<file path="config.mk">
export PLATFORM = sky130hd
export DESIGN_NAME = nwa_cache
export DESIGN_NICKNAME = d
export VERILOG_FILES = /design/src/rtl/nwa_cache_pkg.sv /design/src/rtl/nwa_lfsr.sv /design/src/rtl/nwa_victim_sel.sv /design/src/rtl/nwa_cache.sv
export SDC_FILE = /design/constraint.sdc
export NUM_CORES = 1
export LEC_CHECK = 0
export BUFFER_PORTS_ARGS = -buffer_cell sky130_fd_sc_hd__buf_2
export CAP_MARGIN = 20
export CORE_MARGIN = 2
export CORE_UTILIZATION = 66
export CTS_BUF_LIST = sky130_fd_sc_hd__clkbuf_4
export CTS_CLUSTER_SIZE = 28
export DETAILED_ROUTE_END_ITERATION = 7
export MAX_ROUTING_LAYER = met4
export PLACE_DENSITY_LB_ADDON = 0.1
export SYNTH_ARGS = -nofsm -noshare
export SYNTH_HDL_FRONTEND = slang
export SYNTH_HIERARCHICAL = 1
export SYNTH_SLANG_ARGS = --single-unit
export TNS_END_PERCENT = 5
</file>
<file path="constraint.sdc">
create_clock -name clk -period 16.4 [get_ports clk]
set_input_delay 1.64 -clock clk [delete_from_list [all_inputs] [get_ports clk]]
set_output_delay 1.64 -clock clk [all_outputs]
set_load 0.1 [all_outputs]
</file>
<file path="src/rtl/nwa_cache_pkg.sv">
package nwa_cache_pkg;

  typedef enum logic [2:0] {
    ST_IDLE,
    ST_LOOK,
    ST_FWD,
    ST_WBK,
    ST_FILL
  } nwa_state_e;

  function automatic int width_min1(input int n);
    return (n > 1) ? $clog2(n) : 1;
  endfunction

endpackage

</file>
<file path="src/rtl/nwa_lfsr.sv">
module nwa_lfsr #(
  parameter int          OUT_W = 1,
  parameter logic [15:0] SEED  = 16'hACE1
) (
  input  logic             clk,
  input  logic             rst_n,
  output logic [OUT_W-1:0] rnd_o
);
  logic [15:0] q, q_n;

  always_comb q_n = {q[14:0], q[15] ^ q[13] ^ q[12] ^ q[10]};

  always_ff @(posedge clk or negedge rst_n)
    if (!rst_n) q <= SEED;
    else        q <= q_n;

  assign rnd_o = q[OUT_W-1:0];
endmodule

</file>
<file path="src/rtl/nwa_victim_sel.sv">
module nwa_victim_sel #(
  parameter int WAYS    = 2,
  parameter int WAY_W   = 1,
  parameter bit USE_LRU = 1'b1
) (
  input  logic [WAYS-1:0]       valid_i,
  input  logic [WAYS*WAY_W-1:0] age_i,
  input  logic [WAY_W-1:0]      rnd_i,
  output logic [WAY_W-1:0]      way_o
);
  always_comb begin
    way_o = rnd_i;
    for (int w = 0; w < WAYS; w++)
      if (USE_LRU && age_i[w*WAY_W +: WAY_W] == WAY_W'(WAYS-1)) way_o = WAY_W'(w);
    for (int w = WAYS-1; w >= 0; w--)
      if (!valid_i[w]) way_o = WAY_W'(w);
    if (WAYS == 1) way_o = '0;
  end
endmodule

</file>
<file path="src/rtl/nwa_cache.sv">
module nwa_cache import nwa_cache_pkg::*; #(
  parameter int          ADDR_W        = 32,
  parameter int          BLOCK_BYTES   = 16,
  parameter int          NUM_BLOCKS    = 8,
  parameter int          WAYS          = 1,
  parameter int          HIT_LAT       = 2,
  parameter bit          WRITE_THROUGH = 1'b0,
  parameter bit          USE_LRU       = 1'b1,
  parameter logic [15:0] LFSR_SEED     = 16'hACE1
) (
  input  logic              clk,
  input  logic              rst_n,
  input  logic              up_req,
  input  logic              up_we,
  input  logic [ADDR_W-1:0] up_addr,
  input  logic [63:0]       up_wdata,
  output logic              up_ready,
  output logic              up_done,
  output logic [63:0]       up_rdata,
  output logic              dn_req,
  output logic              dn_we,
  output logic [ADDR_W-1:0] dn_addr,
  output logic [63:0]       dn_wdata,
  input  logic              dn_ready,
  input  logic              dn_done,
  input  logic [63:0]       dn_rdata
);
  localparam int WORDS    = BLOCK_BYTES / 8;
  localparam int NUM_SETS = NUM_BLOCKS / WAYS;
  localparam int OFF_W    = $clog2(BLOCK_BYTES);
  localparam int SET_BITS = $clog2(NUM_SETS);
  localparam int SET_W    = width_min1(NUM_SETS);
  localparam int WIDX_W   = width_min1(WORDS);
  localparam int WAY_W    = width_min1(WAYS);
  localparam int TAG_W    = ADDR_W - OFF_W - SET_BITS;
  localparam int CNT_W    = width_min1(HIT_LAT);

  // storage
  logic [WAYS-1:0]  valid_q [NUM_SETS];
  logic [WAYS-1:0]  dirty_q [NUM_SETS];
  logic [TAG_W-1:0] tag_q   [NUM_SETS][WAYS];
  logic [WAY_W-1:0] age_q   [NUM_SETS][WAYS];
  logic [63:0]      data_q  [NUM_SETS][WAYS][WORDS];

  // control state
  nwa_state_e        st_q, st_n;
  logic [CNT_W-1:0]  cnt_q, cnt_n;
  logic [WIDX_W-1:0] beat_q, beat_n;
  logic [WAY_W-1:0]  way_q, way_n;
  logic              issued_q, issued_n, done_q, done_n;
  logic [63:0]       rdata_q, rdata_n;
  logic              r_we_q;
  logic [ADDR_W-1:0] r_addr_q;
  logic [63:0]       r_wdata_q;

  // decoded request and strobes
  logic [SET_W-1:0]      r_set;
  logic [TAG_W-1:0]      r_tag;
  logic [WIDX_W-1:0]     r_wsel;
  logic                  hit, take, wr_hit, touch, fill_word, fill_done, got, last_beat;
  logic [WAY_W-1:0]      hit_way, touch_way, vic_way, rnd;
  logic [WAYS*WAY_W-1:0] ages_flat;
  logic [ADDR_W-1:0]     beat_off, wb_base, fill_base;

  assign r_set     = SET_W'((r_addr_q >> OFF_W) % NUM_SETS);
  assign r_tag     = TAG_W'(r_addr_q >> (OFF_W + SET_BITS));
  assign r_wsel    = WIDX_W'((r_addr_q >> 3) % WORDS);
  assign got       = dn_done && issued_q;
  assign last_beat = (beat_q == WIDX_W'(WORDS-1));

  always_comb begin
    hit     = 1'b0;
    hit_way = '0;
    for (int w = 0; w < WAYS; w++) begin
      ages_flat[w*WAY_W +: WAY_W] = age_q[r_set][w];
      if (valid_q[r_set][w] && tag_q[r_set][w] == r_tag) begin
        hit     = 1'b1;
        hit_way = WAY_W'(w);
      end
    end
  end

  generate
    if (!USE_LRU && WAYS > 1) begin : g_rnd
      nwa_lfsr #(.OUT_W(WAY_W), .SEED(LFSR_SEED)) u_lfsr (.clk(clk), .rst_n(rst_n), .rnd_o(rnd));
    end else begin : g_norand
      assign rnd = '0;
    end
  endgenerate

  nwa_victim_sel #(.WAYS(WAYS), .WAY_W(WAY_W), .USE_LRU(USE_LRU)) u_vic (
    .valid_i(valid_q[r_set]), .age_i(ages_flat), .rnd_i(rnd), .way_o(vic_way));

  // next-state logic
  always_comb begin
    st_n = st_q; cnt_n = cnt_q; beat_n = beat_q; way_n = way_q;
    done_n = 1'b0; rdata_n = rdata_q;
    take = 1'b0; wr_hit = 1'b0; touch = 1'b0; touch_way = hit_way;
    fill_word = 1'b0; fill_done = 1'b0;
    issued_n = issued_q;
    if (dn_req && dn_ready) issued_n = 1'b1;
    if (got)                issued_n = 1'b0;
    unique case (st_q)
      ST_IDLE: if (up_req) begin
        take  = 1'b1;
        st_n  = ST_LOOK;
        cnt_n = CNT_W'(HIT_LAT - 1);
      end
      ST_LOOK: begin
        if (cnt_q != '0) cnt_n = cnt_q - 1'b1;
        else if (hit) begin
          touch = 1'b1;
          if (!r_we_q) begin
            rdata_n = data_q[r_set][hit_way][r_wsel];
            done_n  = 1'b1;
            st_n    = ST_IDLE;
          end else begin
            wr_hit = 1'b1;
            if (WRITE_THROUGH) st_n = ST_FWD;
            else begin done_n = 1'b1; st_n = ST_IDLE; end
          end
        end else if (r_we_q) st_n = ST_FWD;
        else begin
          way_n  = vic_way;
          beat_n = '0;
          st_n   = (!WRITE_THROUGH && valid_q[r_set][vic_way] && dirty_q[r_set][vic_way])
                   ? ST_WBK : ST_FILL;
        end
      end
      ST_FWD: if (got) begin done_n = 1'b1; st_n = ST_IDLE; end
      ST_WBK: if (got) begin
        if (last_beat) begin beat_n = '0; st_n = ST_FILL; end
        else beat_n = beat_q + 1'b1;
      end
      ST_FILL: if (got) begin
        fill_word = 1'b1;
        if (beat_q == r_wsel) rdata_n = dn_rdata;
        if (last_beat) begin
          fill_done = 1'b1;
          touch     = 1'b1;
          touch_way = way_q;
          done_n    = 1'b1;
          st_n      = ST_IDLE;
        end else beat_n = beat_q + 1'b1;
      end
      default: st_n = ST_IDLE;
    endcase
  end

  // control registers
  always_ff @(posedge clk or negedge rst_n)
    if (!rst_n) begin
      st_q <= ST_IDLE; cnt_q <= '0; beat_q <= '0; way_q <= '0;
      issued_q <= 1'b0; done_q <= 1'b0; rdata_q <= '0;
    end else begin
      st_q <= st_n; cnt_q <= cnt_n; beat_q <= beat_n; way_q <= way_n;
      issued_q <= issued_n; done_q <= done_n; rdata_q <= rdata_n;
    end

  always_ff @(posedge clk)
    if (take) begin
      r_we_q    <= up_we;
      r_addr_q  <= up_addr;
      r_wdata_q <= up_wdata;
    end

  // line state
  always_ff @(posedge clk or negedge rst_n)
    if (!rst_n) begin
      for (int s = 0; s < NUM_SETS; s++) begin
        valid_q[s] <= '0;
        dirty_q[s] <= '0;
        for (int w = 0; w < WAYS; w++) age_q[s][w] <= WAY_W'(w);
      end
    end else begin
      if (fill_done) begin
        valid_q[r_set][way_q] <= 1'b1;
        dirty_q[r_set][way_q] <= 1'b0;
      end
      if (wr_hit && !WRITE_THROUGH) dirty_q[r_set][hit_way] <= 1'b1;
      if (touch)
        for (int v = 0; v < WAYS; v++)
          if (WAY_W'(v) == touch_way) age_q[r_set][v] <= '0;
          else if (age_q[r_set][v] < age_q[r_set][touch_way])
            age_q[r_set][v] <= age_q[r_set][v] + 1'b1;
    end

  always_ff @(posedge clk) begin
    if (wr_hit)    data_q[r_set][hit_way][r_wsel] <= r_wdata_q;
    if (fill_word) data_q[r_set][way_q][beat_q]   <= dn_rdata;
    if (fill_done) tag_q[r_set][way_q]            <= r_tag;
  end

  // lower port
  assign beat_off  = ADDR_W'(beat_q) << 3;
  assign wb_base   = (ADDR_W'(tag_q[r_set][way_q]) << (OFF_W + SET_BITS)) | (ADDR_W'(r_set) << OFF_W);
  assign fill_base = r_addr_q & ~ADDR_W'(BLOCK_BYTES - 1);

  always_comb begin
    dn_req   = (st_q == ST_FWD || st_q == ST_WBK || st_q == ST_FILL) && !issued_q;
    dn_we    = (st_q != ST_FILL);
    dn_addr  = r_addr_q;
    dn_wdata = r_wdata_q;
    if (st_q == ST_WBK) begin
      dn_addr  = wb_base | beat_off;
      dn_wdata = data_q[r_set][way_q][beat_q];
    end else if (st_q == ST_FILL) dn_addr = fill_base | beat_off;
  end

  assign up_ready = (st_q == ST_IDLE);
  assign up_done  = done_q;
  assign up_rdata = rdata_q;
endmodule

</file>
# --- Word level (Yosys, flattened, before mapping) ---
# Memory sizes are Yosys's and may differ from the RTL's. A register that Yosys moved wholly into a read port is not among the register bits.
# Index checks and enable logic that the tools add are counted.
totals:
  reg_bits: 184
  mem_bits_rw: 1224
  inputBits: 166
  n_memories: 2
classes:
  n_addsub: 2
  order_cmp: 6
  n_eq_ne: 18
  muxes: 204
  bitwise_logic: 138
  n_reduce_logical: 20
mem_list:
  columns: ["memory", "words", "width", "read_ports", "rd_clocked_by_memory_dff", "write_ports", "line_no", "rtl"]
  rows:
  - ["data_q", 8, 128, 1, 1, 1, "nwa_cache.sv:43", "logic [63:0] data_q [NUM_SETS][WAYS][WORDS];"]
  - ["tag_q", 8, 25, 1, 1, 1, "nwa_cache.sv:41", "logic [TAG_W-1:0] tag_q [NUM_SETS][WAYS];"]
ops:
  columns: ["operator", "count"]
  rows:
  - ["2-to-1 mux 64 bit", 14]
  - ["2-to-1 mux 128 bit", 2]
  - ["2-to-1 mux 1 bit", 162]
  - ["demux 64 bit (select 1 bit)", 2]
  - ["bitwise OR 1 bit", 128]
  - ["one-hot mux 64 bit (2 select lines)", 1]
  - ["2-to-1 mux 32 bit", 2]
  - ["bitwise OR 32 x 4 -> 32 bit", 2]
  - ["2-to-1 mux 3 bit", 12]
  - ["bitwise OR 32 x 7 -> 32 bit", 1]
  - ["equality test 25 bit", 1]
  - ["!= test 2 bit, second input constant", 11]
  - ["2-to-1 mux 8 bit", 2]
  - ["bitwise OR 8 bit", 2]
  - ["one-hot mux 3 bit (5 select lines)", 1]
  - ["AND reduction 6 bit", 2]
  - ["bitwise AND 8 bit", 1]
  - ["logical AND 1 bit", 8]
  - ["inverter 8 bit", 1]
  - ["AND reduction 7 bit", 1]
  - ["binary-select mux 1 bit (select 3 bit)", 2]
  - ["equality test 3 x 2 -> 1 bit, second input constant", 2]
  - ["one-hot mux 1 bit (3 select lines)", 2]
  - ["nonzero test 2 bit", 3]
  - ["other kinds (19)", 23]

# --- Longest topological paths before layout ---
# Gate-level depths: netlist of run 1.
depth:
  ltp_word: 12
  depth_mapped: 14
  ltp_nobuf: 9

# --- Modules after synthesis ---
# Netlist of run 1, hierarchy kept.
modules_own_cells:
  columns: ["module", "n_inst", "cells_per_inst", "area_per_inst_um2"]
  rows:
  - ["nwa_cache", 1, 3145, 58557.4]
  - ["nwa_victim_sel", 1, 2, 11.3]

# --- Worst setup path before layout of run 1 ---
# Ideal clock, no wire load.
synth_path:
  path_kind: "flip-flop to flip-flop"
  from: "reg (tool-made name)"
  to: "mem data_q[1][0] (netlist bit), enable pin"
  arrival_time_ns: 7.558
  path_slack_ns: 8.262
  path_stages_with_launch: 11
  n_path_buf: 2
  synth_period_minus_slack_ns: 8.138
  cell_sequence: "dfxtp_1 -> buf_6 -> mux4_2 -> mux2i_1 -> xor2_1 -> nand3_1 -> or4_4 -> nor4_4 -> nand3_4 -> buf_6 -> o31ai_1"
synth_rtl:
  columns: ["element", "line_no"]
  rows:
  - ["to (decl)", "nwa_cache.sv:43"]

==> results of run 1 <==
## worst max path at each step
stage / startpoint / to / slack, ns / depth (start not counted)
detailed placement: flop / dn_wdata[56] / 9.18 / 7
finish: flop / dn_wdata[56] / 8.32 / 7
global placement: flop / dn_wdata[61] / 9.31 / 7
floorplan: flop / data_q[1][0] / 8.26 / 10
global route: flop / dn_wdata[56] / 7.67 / 7
CTS: flop / dn_wdata[56] / 7.90 / 7
## power groups by stage
stage	registers, uW	logic (uW)	clock network [uW]
floorplan	5010	2470	0
global placement	4550	3690	0
detailed placement	4570	3760	0
CTS	4490	3770	2860
global route	4520	3960	3040
finish	4490	3770	2810
## metal layers
layer	wire length, um	share of wire	GRT usage	up-vias
met3	17490	0.12	0.07843	316
met5	0	0	-	-
li1	-	-	-	13777
met4	4449	0.030	0.1292	0
met1	53250	0.36	0.4636	16928
met2	73180	0.49	0.5339	2238
## state kept, by name (all words and copies together), names as in the netlist, named ones only
register   flops
r_addr_q      32
beat_q         1
way_q          1
valid_q        8
up_rdata      64
r_we_q         1
cnt_q          1
st_q           3
issued_q       1
up_done        1
r_wdata_q     64
dirty_q        8
data_q      1024
tag_q        200
## metrics by stage
stage,cells,utilization,setup slack (ns)
5_1_grt,5096,0.7519,7.665
6_report,5096,0.7519,8.318
2_1_floorplan,3115,-,8.262
4_1_cts,5093,0.7519,7.897
3_3_place_gp,4481,0.7030,9.306
3_5_place_dp,4481,0.7030,9.180
## worst register-to-register path, delay by kind of cell, from the launching register on
kind	cells	cell delay [ns]
xor+xnor	1	0.26
buf+inv	2	1.79
flops	1	0.78
compound gates	1	0.61
simple gates	4	2.18
mux	2	0.87
## layout make-up
| type | instances | area share |
|---|---|---|
| multi-input combinational | 1508 | 0.2384 |
| tap | 1155 | 0.02208 |
| timing repair buffer | 390 | 0.03239 |
| sequential | 1412 | 0.6410 |
| clock buffer | 509 | 0.05839 |
| antenna | 3 | 0.0001147 |
| clock inverter | 103 | 0.006520 |
| inverter | 16 | 0.001052 |
==> qor_table.md, run 1 <==
| Quantity | Reported |
| --- | --- |
| Detailed-route via count | 33259 |
| CTS H-Tree Depth | 5 |
| Slew at the pin closest to its max-slew limit | 1.153 ns |
| Family of cells with the greatest summed delay on the critical path | buffers and inverters |
| CTS clock-pin slew for the worst setup and hold paths | 0.07 ns |
| Detailed-route vias per instance | 6.526 |
| Filler instances | 5135 |
| Critical Path Fanout Max | 102 |
| Multi-input gate area | 0.01560 mm^2 |
| Cell at the root of the clock tree | sky130_fd_sc_hd__clkbuf_4 |
| HPWL after DPL | 82.46 mm |
| Commonest cells after routing, fill and taps aside | sky130_fd_sc_hd__edfxtp_1 (1321), sky130_fd_sc_hd__clkbuf_4 (509), sky130_fd_sc_hd__nand2_1 (444) |
| CP required | 14.76 ns |
| Outcome | completed |
| Area added between synthesis and finish | 12.44% |
| Weighted congestion reported at the end of routability-driven placement | 0.8604 |
| PostCTS Resize Cnt | 0 |
| Worst setup EP type | primary output |
| Clock network power share | 0.253 |
| Worst Skew | 0.07360 ns |
| RSZ-0062 raised after global routing | false |
| Die width | 301.0 um |
| R2r setup slk | 9.49 ns |
| Die Ht | 301.0 um |
| Relative max-transition margin | 0.2316 |
| Sequential share of power | 0.406 |
| Leakage | 0.02306 uW |
| Fin crit share | 0.4928 |
| Mean Syn Cell Area | 18.68 um^2 |
| Pint | 6957 uW |
| Starting density of the core | 0.6688 |
| Commonest non-fill, non-tap cell in the layout | sky130_fd_sc_hd__edfxtp_1 |
| Final wirelength | 148.4 mm |
| Netlist area before placement | 0.05820 mm^2 |
| Iteration-0 DRC count of the detailed router | 3906 |
| Total of endpoints with negative setup slack in the final report | 0 |
| Via count of the first global-routing pass | 34505 |
| Worst Path Class, Setup | reg2out |
| Number of antenna violations at the first check in global routing | 6 |
| Fin area | 0.06544 mm^2 |
| TritonCTS clock tree | done |
| Number of maximum-capacitance violations | 0 |
| Reported net switching power | 4116 uW |
| Per-cell routed wire length | 29.12 um |
| Start point of the worst hold path | valid_q[3] |
| Fraction of power spent switching nets | 0.3717 |
| Std cell rows | 108 |
| Sequence of cells on the critical path | buf_12 > buf_4 > buf_4 > mux4_2 > mux4_2 > mux2_2 > buf_2 |
| # DRC | 0 |
| Power density relative to cell area | 169.2 mW/mm^2 |
| Clk Latency, worst-skew pair | 1.17 ns |
| Class of the tightest hold or removal check | reg2reg |
| Gate count of the mapped netlist | 3115 |
| Buffers & Inverters on Critical Path | 4 |
| Number of buffers created by CTS | 358 |
| Combinational group share of total power | 0.341 |
| Endpoint of the worst register-to-register path | data_q[3][65] |
| Overall power | 11070 uW |
| Placeable core region | 0.08702 mm^2 |
| Boundary pin count | 330 |
| Largest net degree at the start of global routing | 103 |
| Clk sinks | 1412 |
| Crit path launch type | flop |
| Yosys Warn Count | 6 |
| Global-route wire length before repair | 217.5 mm |
| Tightest hold margin | 0.4673 ns |
| Fin. Hold Viols | 0 |
| Leftover overflow at the end of global routing | 0 |
| Longest Clk Path Bufs | 4 |
| Data arrival time at the worst-slack endpoint | 6.44 ns |
| TNS Setup | 0 ns |
| Worst-path cell with the longest stage delay | sky130_fd_sc_hd__dfxtp_4 |
| Time the worst path needs with I/O delays and setup | 8.082 ns |
| DRT antenna net count | 0 |
| R2r worst-path depth | 10 |
| GR Util All Layers | 0.3470 |
| Number of iterations in the first detailed-routing pass | 6 |
| Highest attainable clock frequency | 123.7 MHz |
| Worst hold stages | 1 |
| Post-place instance area | 0.06118 mm^2 |
| Critical Path Max Stage Delay | 1.00 ns |
| Combined flip-flop and latch cell area | 0.04195 mm^2 |
| Net count, final | 3852 |
| Number of buffers inserted by post-CTS setup repair | 0 |
| Sink of the worst hold path | valid_q[3] |
| Die area | 0.09057 mm^2 |
| Fraction of layout instances using a drive strength above 1 | 0.3789 |
| Nets in the synthesized netlist | 3281 |
| Number of buffers inserted by hold repair at cts | 0 |
| Worst IR drop on VDD | 0.1856 mV |
| Count of port buffers added during placement | 329 |
| Final Slew Violations | 0 |
(Power assumes the default switching activity.)
==> run 2: changes to the inputs <==
--- a/config.mk
+++ b/config.mk
@@ -8,7 +8,7 @@
 export BUFFER_PORTS_ARGS = -buffer_cell sky130_fd_sc_hd__buf_2
 export CAP_MARGIN = 20
 export CORE_MARGIN = 2
-export CORE_UTILIZATION = 66
+export CORE_UTILIZATION = 63
 export CTS_BUF_LIST = sky130_fd_sc_hd__clkbuf_4
 export CTS_CLUSTER_SIZE = 28
 export DETAILED_ROUTE_END_ITERATION = 7
==> constraint.sdc (replaced) <==
create_clock -name clk -period 8.1 [get_ports clk]
set_input_delay 0.81 -clock clk [delete_from_list [all_inputs] [get_ports clk]]
set_output_delay 0.81 -clock clk [all_outputs]
set_load 0.1 [all_outputs]
==> qor_table.md, run 2 (synthesized netlist as in run 1, its figures left out) <==
| Quantity | Reported | Delta |
| --- | --- | --- |
| Die Ht | 307.9 um | +2.3% |
| Flip-flop count of the largest register, all copies and words added | 1024 | unchanged |
| Global-route wire length before repair | 216.3 mm | -0.59% |
| Number of antenna violations at the first check in global routing | 5 | -1 |
| Critical Path Fanout Max | 74 | -27% |
| Fin. Hold Viols | 0 | unchanged |
| Time the worst path needs with I/O delays and setup | 6.064 ns |  |
| CTS H-Tree Depth | 5 | unchanged |
| Longest Clk Path Bufs | 4 | unchanged |
| Clk sinks | 1412 | unchanged |
| Worst Skew | 0.08172 ns | +0.008115 ns |
| Iteration-0 DRC count of the detailed router | 3825 | -2.1% |
| Worst IR drop on VDD | 0.4104 mV | +120% |
| Cell at the root of the clock tree | sky130_fd_sc_hd__clkbuf_4 |  |
| Worst hold stages | 4 | +3 |
| Die area | 0.09482 mm^2 | +4.7% |
| Fraction of layout instances using a drive strength above 1 | 0.3684 | -0.01052 |
| Fin area | 0.06732 mm^2 | +2.9% |
| Final core utilization | 0.7344 | -0.01750 |
| PostCTS Resize Cnt | 0 | unchanged |
| Detailed-route vias per instance | 6.334 | -2.9% |
| Critical path capture point | data_q[1][86] |  |
| Inst Count DP | 4512 | +0.69% |
| Number of maximum-capacitance violations | 0 | unchanged |
| Worst setup EP type | flop |  |
| Via count of the first global-routing pass | 35113 | +1.8% |
| Placeable core region | 0.09166 mm^2 | +5.3% |
| Boundary pin count | 330 | unchanged |
| # DRC | 0 | unchanged |
| Crit path launch type | flop |  |
| Post-place instance area | 0.06130 mm^2 | +0.19% |
| Endpoint of the worst register-to-register path | data_q[1][86] |  |
| HPWL after DPL | 81.84 mm | -0.75% |
| Number of iterations in the first detailed-routing pass | 6 | unchanged |
| Fin crit share | 0.7487 |  |
| Non-filler cells in the finished layout | 5296 | +3.9% |
| Largest registers ranked by flip-flop count | data_q (1024), tag_q (200) |  |
| Clk Latency, worst-skew pair | 1.20 ns | +0.03 ns |
| Die width | 307.9 um | +2.3% |
| TritonCTS clock tree | done |  |
| Weighted congestion reported at the end of routability-driven placement | 0.8382 | -2.6% |
| Leakage | 0.02383 uW | +3.3% |
| R2r worst-path depth | 9 | -1 |
| Per-cell routed wire length | 27.42 um | -5.8% |
| Highest attainable clock frequency | 164.9 MHz |  |
| Net count, final | 4009 | +4.1% |
| CTS clock-pin slew for the worst setup and hold paths | 0.07 ns | about the same |
| Worst Path Class, Setup | reg2reg |  |
| Largest net degree at the start of global routing | 75 | -27% |
| Largest reg by FF count | data_q |  |
| Slew at the pin closest to its max-slew limit | 1.220 ns | +0.06790 ns |
| Number of buffers created by CTS | 359 | +0.28% |
| Starting density of the core | 0.6349 | -0.03385 |
| CP required | 8.88 ns | -5.88 ns |
| Data arrival time at the worst-slack endpoint | 6.84 ns | +0.40 ns |
| Detailed-route via count | 33546 | +0.86% |
| Final wirelength | 145.2 mm | -2.1% |
| Commonest cells after routing, fill and taps aside | sky130_fd_sc_hd__edfxtp_1 (1321), sky130_fd_sc_hd__clkbuf_4 (522), sky130_fd_sc_hd__nand2_1 (444) |  |
| DRT antenna net count | 0 | unchanged |
| GR Util All Layers | 0.3238 | -0.02313 |
| TNS Setup | 0 ns | unchanged |
| Leftover overflow at the end of global routing | 0 | unchanged |
| Outcome | completed |  |
| Class of the tightest hold or removal check | in2reg |  |
| Total of endpoints with negative setup slack in the final report | 0 | unchanged |
| Power density relative to cell area | 336.3 mW/mm^2 | +99% |
| Std cell rows | 111 | +2.8% |
| RSZ-0062 raised after global routing | false |  |
| Final Slew Violations | 0 | unchanged |
| R2r setup slk | 2.04 ns | -7.45 ns |
| Area added between synthesis and finish | 15.67% |  |
| Relative max-transition margin | 0.1863 | -0.04527 |
| Commonest non-fill, non-tap cell in the layout | sky130_fd_sc_hd__edfxtp_1 |  |
| Count of port buffers added during placement | 329 | unchanged |
## run 2: metrics by stage
stage / worst slack (ns) / power [uW] / hold WS [ns]
floorplan: 0.06406 / 15140 / 0.4285
global placement: 2.121 / 16760 / 0.4503
detailed placement: 2.047 / 16910 / 0.4544
CTS: 2.018 / 22720 / 0.001621
global route: 1.811 / 23560 / 0.03648
finish: 2.036 / 22640 / 0.08863
## run 2: how the worst min path moves through the flow
| stage | start | end |
|---|---|---|
| 5_1_grt | dn_rdata[24] | up_rdata[24] |
| 3_3_place_gp | valid_q[3] | valid_q[3] |
| 4_1_cts | dn_rdata[4] | up_rdata[4] |
| 3_5_place_dp | valid_q[0] | valid_q[0] |
| 2_1_floorplan | valid_q[3] | valid_q[3] |
| 6_report | dn_rdata[24] | up_rdata[24] |
## run 2: critical path, cell delays in order, from the launching register on
cell,delay [ns]
sky130_fd_sc_hd__dfxtp_4,1.08
sky130_fd_sc_hd__mux4_2,0.61
sky130_fd_sc_hd__mux2i_1,0.23
sky130_fd_sc_hd__xor2_1,0.31
sky130_fd_sc_hd__nand3_1,0.13
sky130_fd_sc_hd__or4_4,0.56
sky130_fd_sc_hd__nor4_4,0.62
sky130_fd_sc_hd__a41oi_2,0.62
sky130_fd_sc_hd__nor2_4,0.93
sky130_fd_sc_hd__buf_4,0.58
## run 2: layout make-up
cell class	instances	area, um^2
diodes	8	20.02
clock buffers	522	3919
clock inverters	98	436.7
fillers	5515	24340
inverters	16	66.31
multi-input cells	1508	15600
flip-flops and latches	1412	41950
well taps	1186	1484
repair buffers	546	3851
## run 2: repair_timing
action	CTS	global route
hold buffers	151	0
setup endpoints to repair	0	0
hold endpoints to repair	235	0
setup buffers	0	0
## run 2: power breakdown
part	switching (uW)	internal (uW)	leakage, uW
combinational	5120	2610	0.00822
sequential	487	8650	0.0130
clock	2760	3010	0.00262
## run 2: metal layers
metal  track usage  routed length [um]
met1        0.4222               54410
met2        0.5057               71850
met3       0.07222               14400
met4        0.1276                4567
met5             -                   0
